[src/rtl/pcs_pkg.sv]
package pcs_pkg;
  localparam int unsigned DEF_ETA_W  = 3;
  localparam int unsigned DEF_PHI_W  = 3;
  localparam int unsigned DEF_IN_EW  = 12;
  localparam int unsigned DEF_OUT_EW = 10;
  localparam int unsigned DEF_NCAND  = 4;

  typedef enum logic [1:0] {
    ST_IDLE = 2'd0,
    ST_SCAN = 2'd1,
    ST_HOLD = 2'd2
  } pcs_state_e;
endpackage

[src/rtl/pcs_sat.sv]
module pcs_sat #(
  parameter int unsigned IN_W  = 12,
  parameter int unsigned OUT_W = 10
) (
  input  logic [IN_W-1:0]  din,
  output logic [OUT_W-1:0] dout
);
  generate
    if (IN_W <= OUT_W) begin : g_pad
      assign dout = OUT_W'(din);
    end else begin : g_clip
      logic over;
      assign over = |din[IN_W-1:OUT_W];
      assign dout = over ? {OUT_W{1'b1}} : din[OUT_W-1:0];
    end
  endgenerate
endmodule

[src/rtl/pcs_topk_insert.sv]
module pcs_topk_insert #(
  parameter int unsigned NCAND  = 4,
  parameter int unsigned ADDR_W = 6,
  parameter int unsigned EW     = 10
) (
  input  logic [NCAND-1:0]        cur_v,
  input  logic [NCAND*ADDR_W-1:0] cur_a,
  input  logic [NCAND*EW-1:0]     cur_e,
  input  logic                    new_en,
  input  logic [ADDR_W-1:0]       new_a,
  input  logic [EW-1:0]           new_e,
  output logic [NCAND-1:0]        nxt_v,
  output logic [NCAND*ADDR_W-1:0] nxt_a,
  output logic [NCAND*EW-1:0]     nxt_e
);
  logic [NCAND-1:0] beats;

  genvar k;
  generate
    for (k = 0; k < NCAND; k++) begin : g_slot
      // strict greater keeps the earlier (lower) address ahead on ties
      assign beats[k] = new_en && (!cur_v[k] || (new_e > cur_e[k*EW +: EW]));
      if (k == 0) begin : g_head
        always_comb begin
          if (beats[0]) begin
            nxt_v[0]          = 1'b1;
            nxt_a[0 +: ADDR_W] = new_a;
            nxt_e[0 +: EW]     = new_e;
          end else begin
            nxt_v[0]          = cur_v[0];
            nxt_a[0 +: ADDR_W] = cur_a[0 +: ADDR_W];
            nxt_e[0 +: EW]     = cur_e[0 +: EW];
          end
        end
      end else begin : g_tail
        always_comb begin
          if (beats[k] && !beats[k-1]) begin
            nxt_v[k]               = 1'b1;
            nxt_a[k*ADDR_W +: ADDR_W] = new_a;
            nxt_e[k*EW +: EW]         = new_e;
          end else if (beats[k]) begin
            nxt_v[k]               = cur_v[k-1];
            nxt_a[k*ADDR_W +: ADDR_W] = cur_a[(k-1)*ADDR_W +: ADDR_W];
            nxt_e[k*EW +: EW]         = cur_e[(k-1)*EW +: EW];
          end else begin
            nxt_v[k]               = cur_v[k];
            nxt_a[k*ADDR_W +: ADDR_W] = cur_a[k*ADDR_W +: ADDR_W];
            nxt_e[k*EW +: EW]         = cur_e[k*EW +: EW];
          end
        end
      end
    end
  endgenerate
endmodule

[src/rtl/pcs_scan_ctrl.sv]
module pcs_scan_ctrl
  import pcs_pkg::*;
#(
  parameter int unsigned NCELL = 64
) (
  input  logic                     clk,
  input  logic                     rst_n,
  input  logic                     in_valid,
  output logic                     in_ready,
  output logic                     out_valid,
  input  logic                     out_ready,
  output logic                     start,
  output logic                     step,
  output logic [$clog2(NCELL)-1:0] idx
);
  localparam int unsigned IDX_W = $clog2(NCELL);
  localparam int unsigned LAT_W = $clog2(NCELL + 1) + 1;

  pcs_state_e state;

  assign in_ready  = (state == ST_IDLE);
  assign out_valid = (state == ST_HOLD);
  assign start     = in_valid && in_ready;
  assign step      = (state == ST_SCAN);

  always_ff @(posedge clk) begin
    if (!rst_n) begin
      state <= ST_IDLE;
      idx   <= '0;
    end else begin
      unique case (state)
        ST_IDLE: if (start) begin
          state <= ST_SCAN;
          idx   <= '0;
        end
        ST_SCAN: begin
          idx <= idx + 1'b1;
          if (idx == IDX_W'(NCELL - 1)) state <= ST_HOLD;
        end
        ST_HOLD: if (out_ready) state <= ST_IDLE;
        default: state <= ST_IDLE;
      endcase
    end
  end

  // independent cycle counter from the accepting edge, used only by the checks
  logic [LAT_W-1:0] lat_cnt;
  always_ff @(posedge clk) begin
    if (!rst_n) lat_cnt <= '0;
    else if (start) lat_cnt <= '0;
    else if (lat_cnt != {LAT_W{1'b1}}) lat_cnt <= lat_cnt + 1'b1;
  end

  p_ready_idle_r1: assert property (@(posedge clk) disable iff (!rst_n)
    in_ready |-> !out_valid && !step);

  p_latency_r2: assert property (@(posedge clk) disable iff (!rst_n)
    $rose(out_valid) |-> lat_cnt == LAT_W'(NCELL));

  p_release_r3: assert property (@(posedge clk) disable iff (!rst_n)
    (out_valid && out_ready) |=> in_ready);
endmodule

[src/rtl/pcs_peak_select.sv]
module pcs_peak_select
  import pcs_pkg::*;
#(
  parameter int unsigned ETA_W  = DEF_ETA_W,
  parameter int unsigned PHI_W  = DEF_PHI_W,
  parameter int unsigned IN_EW  = DEF_IN_EW,
  parameter int unsigned OUT_EW = DEF_OUT_EW,
  parameter int unsigned NCAND  = DEF_NCAND,
  localparam int unsigned ADDR_W = ETA_W + PHI_W,
  localparam int unsigned NCELL  = 1 << ADDR_W
) (
  input  logic                     clk,
  input  logic                     rst_n,
  input  logic                     in_valid,
  output logic                     in_ready,
  input  logic [NCELL-1:0]         in_hit,
  input  logic [NCELL*IN_EW-1:0]   in_energy,
  output logic                     out_valid,
  input  logic                     out_ready,
  output logic [NCAND-1:0]         cand_valid,
  output logic [NCAND*ADDR_W-1:0]  cand_addr,
  output logic [NCAND*OUT_EW-1:0]  cand_energy
);
  logic              start, step;
  logic [ADDR_W-1:0] idx;

  pcs_scan_ctrl #(.NCELL(NCELL)) u_ctrl (
    .clk(clk), .rst_n(rst_n),
    .in_valid(in_valid), .in_ready(in_ready),
    .out_valid(out_valid), .out_ready(out_ready),
    .start(start), .step(step), .idx(idx)
  );

  logic [NCELL-1:0]       hit_q;
  logic [NCELL*IN_EW-1:0] en_q;

  always_ff @(posedge clk) begin
    if (!rst_n) begin
      hit_q <= '0;
      en_q  <= '0;
    end else if (start) begin
      hit_q <= in_hit;
      en_q  <= in_energy;
    end
  end

  logic [IN_EW-1:0]  cell_raw;
  logic [OUT_EW-1:0] cell_sat;
  assign cell_raw = en_q[idx*IN_EW +: IN_EW];

  pcs_sat #(.IN_W(IN_EW), .OUT_W(OUT_EW)) u_sat (.din(cell_raw), .dout(cell_sat));

  logic [NCAND-1:0]        lst_v, nxt_v;
  logic [NCAND*ADDR_W-1:0] lst_a, nxt_a;
  logic [NCAND*OUT_EW-1:0] lst_e, nxt_e;

  pcs_topk_insert #(.NCAND(NCAND), .ADDR_W(ADDR_W), .EW(OUT_EW)) u_ins (
    .cur_v(lst_v), .cur_a(lst_a), .cur_e(lst_e),
    .new_en(hit_q[idx]), .new_a(idx), .new_e(cell_sat),
    .nxt_v(nxt_v), .nxt_a(nxt_a), .nxt_e(nxt_e)
  );

  always_ff @(posedge clk) begin
    if (!rst_n || start) begin
      lst_v <= '0;
      lst_a <= '0;
      lst_e <= '0;
    end else if (step) begin
      lst_v <= nxt_v;
      lst_a <= nxt_a;
      lst_e <= nxt_e;
    end
  end

  assign cand_valid  = lst_v;
  assign cand_addr   = lst_a;
  assign cand_energy = lst_e;

  p_hold_r3: assert property (@(posedge clk) disable iff (!rst_n)
    (out_valid && !out_ready) |=> out_valid && $stable(cand_valid)
      && $stable(cand_addr) && $stable(cand_energy));

  genvar k;
  generate
    for (k = 0; k < NCAND; k++) begin : g_chk
      p_empty_zero_r9: assert property (@(posedge clk) disable iff (!rst_n)
        (out_valid && !cand_valid[k]) |->
          cand_addr[k*ADDR_W +: ADDR_W] == '0 && cand_energy[k*OUT_EW +: OUT_EW] == '0);
      if (k > 0) begin : g_ord
        p_order_r6: assert property (@(posedge clk) disable iff (!rst_n)
          (out_valid && cand_valid[k]) |-> cand_valid[k-1] &&
            cand_energy[(k-1)*OUT_EW +: OUT_EW] >= cand_energy[k*OUT_EW +: OUT_EW]);
      end
    end
  endgenerate
endmodule

[config.mk]
export PLATFORM = sky130hd
export DESIGN_NAME = pcs_peak_select
export DESIGN_NICKNAME = d
export VERILOG_FILES = /design/src/rtl/pcs_pkg.sv /design/src/rtl/pcs_sat.sv /design/src/rtl/pcs_topk_insert.sv /design/src/rtl/pcs_scan_ctrl.sv /design/src/rtl/pcs_peak_select.sv
export SDC_FILE = /design/constraint.sdc
export NUM_CORES = 2
export LEC_CHECK = 0
export ABC_AREA = 1
export BUFFER_PORTS_ARGS = -buffer_cell sky130_fd_sc_hd__buf_2
export CAP_MARGIN = 20
export CELL_PAD_IN_SITES_DETAIL_PLACEMENT = 1
export CELL_PAD_IN_SITES_GLOBAL_PLACEMENT = 2
export CORE_MARGIN = 2
export CORE_UTILIZATION = 31
export CTS_CLUSTER_SIZE = 30
export DETAILED_ROUTE_END_ITERATION = 8
export PLACE_DENSITY = 0.92
export SYNTH_ARGS = -nofsm -noshare
export SYNTH_HDL_FRONTEND = slang
export SYNTH_SLANG_ARGS = --single-unit
[constraint.sdc]
create_clock -name clk -period 7.5 [get_ports clk]
set_clock_uncertainty 0.15 [all_clocks]
set_input_delay 0.75 -clock clk [delete_from_list [all_inputs] [get_ports clk]]
set_output_delay 0.75 -clock clk [all_outputs]
set_load 0.005 [all_outputs]
==> summary.txt <==
CTS
  – TritonCTS buffer count: 106
  – Clock Path Buffers: 3
  – Resized Gates After CTS: 0
  – Post-CTS Setup Inserts: 0
  – CTS Root Buffer Type: clkbuf_16
  – Clk_lat worst skew: 720 ps
  – Hold buffers post-CTS: 0
  – Reg clk slew, reported paths: 60 ps
  – Clock sink count: 908
  – CTS tree: yes
  – H-tree Lvls: 3

STA
  – RSZ-0062 raised after global routing: no
  – Worst-Margin Slew: 1170 ps
  – Endpoints failing setup: 0
  – Max-slew headroom: 0.219
  – Maximum clock frequency: 0.167 GHz
  – Fin. Hold Viols: 0
  – Max-slew violations: 0
  – Setup TNS: 0 ps
  – Final Cycle Share: 0.797
  – Min Clock Period, post-route: 5980 ps

Synthesis
  – Synth top cells by count: nor2_1 (1,704), nand2_1 (1,178), dfxtp_1 (908), o21ai_0 (881), nand3_1 (664)
  – Synthesized area: 41,200 um^2
  – Main flop type after synthesis: dfxtp_1
  – Synthesized flop and latch total: 908
  – Share of the synthesized area in the top cell type: 0.441
  – Syn. warnings: 0
  – Cell accounting for the most synthesized area: dfxtp_1
  – Post-synthesis cell type count: 29
  – Post-synth EDFFs: 0
  – Most frequent cell after synthesis: nor2_1
  – Fraction of registers with async set/reset: 0
  – Synth Net Count: 7,093
  – Top cells by area, synth: dfxtp_1 (44%), nor2_1 (16%), nand2_1 (11%)
  – Syn Area/Cell: 6.62 um^2
  – Post-synthesis sequential area ratio: 0.441
  – Synthesized instance count: 6,216

Power
  – Pleak: 21.9 nW
  – Overall Power: 13.4 mW
  – Worst IR Drop VDD: 0.000165 V
  – Cell Pwr Density: 269 nW/um^2

Worst setup path
  – Crit Path Category: reg -> reg
  – Worst setup EP type: flop
  – Crit Path Max Fanout: 148
  – Worst Setup Start Kind: flop
  – Buffers and inverters on the worst path: 5
  – R2R Setup Slk: 1520 ps
  – Crit path required time: 7940 ps
  – Worst path slowest cell: dfxtp_4
  – Cell family with most CP delay: simple AND/OR/NAND/NOR gates
  – Critical path arrival: 6420 ps
  – Most used cell, CP: nand2_1
  – Slowest stage delay, CP: 680 ps

Die
  – Die area: 136,000 um^2
  – DIE WIDTH: 368 um
  – Rows: 133
  – Chip height: 368 um
  – Core footprint: 132,000 um^2
  – # IOs: 906
  – Initial core utilization: 0.313

Routing
  – DRC Markers: 0
  – Post-DR wirelength/cell: 22.1 um
  – Initial DRC count: 3,588
  – Pre-antenna DRT Iters: 5
  – ANT nets after route: 0
  – Drt total wl: 191 mm
  – Vias per cell: 5.14
  – DR vias: 44,501

Outcome
  – Status: finished clean

Cells and area
  – Fill cells: 17,060
  – Area grow syn2layout: 21.3%
  – Share of layout cells above drive strength 1: 0.169
  – Nets: 7,675

Global route
  – Total grt overflow: 0
  – Global-route wire length before repair: 281 mm
  – Vias in the first global route: 44,201
  – Pin count of the biggest net entering global routing: 232
  – Tot GR Track Use: 0.271
  – Initial antenna violation count: 54

Placement
  – # port buffers: 905
  – Final Wtd Congestion: 0.886
  – HPWL after DPL: 135 mm

Job
  – Max Cap Viol: 0

Min path
  – HP Class: in -> reg
cell usage in the layout, fill, tap and decap left out, types with 5 or more instances in the layout:
master     netlist  layout
inv_1          129     127
a21oi_1        166     166
nor2_1        1704    1703
nand3_1        664     664
nand3_2         13      13
dfxtp_1        908     903
buf_4           43      36
bufinv_16        0       5
clkbuf_16        0     107
diode_2          0      19
o21ai_1          5       5
buf_2          106     904
clkbuf_8         0      29
nand2_1       1178    1177
ha_1            41      41
o21ai_0        881     881
buf_12           0      11
o211ai_1        12      12
clkbuf_1       306      20
clkinv_2         0      23
state kept, by name, summed over array words and instances (netlist names):
signal / flops
cand_addr: 24
cand_valid: 4
u_ctrl.state: 2
en_q: 768
hit_q: 64
cand_energy: 40
u_ctrl.idx: 6
cell families after synthesis:
kind of cell	share of synthesized area
and+or+nand+nor	0.350
buffers and inverters	0.0643
DFF	0.441
AOI/OAI and AO/OA	0.132
adders and majority gates	0.0125
stage by stage:
step | hold WS (ps) | util | area (um^2) | setup WS, ps | std cells
final | 138 | 0.380 | 50000 | 1520 | 8658
after floorplan | 279 | - | 41200 | 3810 | 6216
after global placement | 291 | 0.352 | 46300 | 1930 | 8444
after CTS | 89.2 | 0.379 | 49900 | 1840 | 8638
after detailed placement | 294 | 0.352 | 46300 | 1870 | 8444
after global routing | 122 | 0.379 | 49900 | 1210 | 8653
layer usage:
metal	vias up	global-route usage	part of all wire
li1	21228	-	-
met1	21542	0.362	0.44
met2	1360	0.435	0.46
met3	341	0.0430	0.058
met4	30	0.113	0.041
met5	-	0	0.0011
worst paths after layout:
kind	start	end	cells after the start
setup / recovery	u_ctrl.idx[0]	cand_addr[17]	25
hold / removal	in_energy[589]	en_q[589]	3
setup reg to reg	u_ctrl.idx[0]	cand_addr[17]	25
hold reg to reg	en_q[455]	en_q[455]	2
where the power goes:
group	switching [mW]	internal, mW	total [mW]
Clock	2.22	3.09	5.30
Sequential	0.265	5.30	5.57
Combinational	1.75	0.827	2.57
Total	4.23	9.21	13.4
tightest hold or removal path, cell delays in order:
cell	delay (ps)
buf_2	70
o21ai_0	70
nor2_1	80
final cells by class:
class | instances | area (um^2) | area share
inverters | 139 | 552 | 0.0110
clock inverters | 38 | 415 | 0.00831
multi-input cells | 4690 | 20400 | 0.408
repair buffers | 953 | 5040 | 0.101
well taps | 1755 | 2200 | 0.0440
diodes | 19 | 47.5 | 0.000952
flip-flops and latches | 908 | 18200 | 0.364
clock buffers | 156 | 3150 | 0.0631
Power figures use the tool's default switching activity.
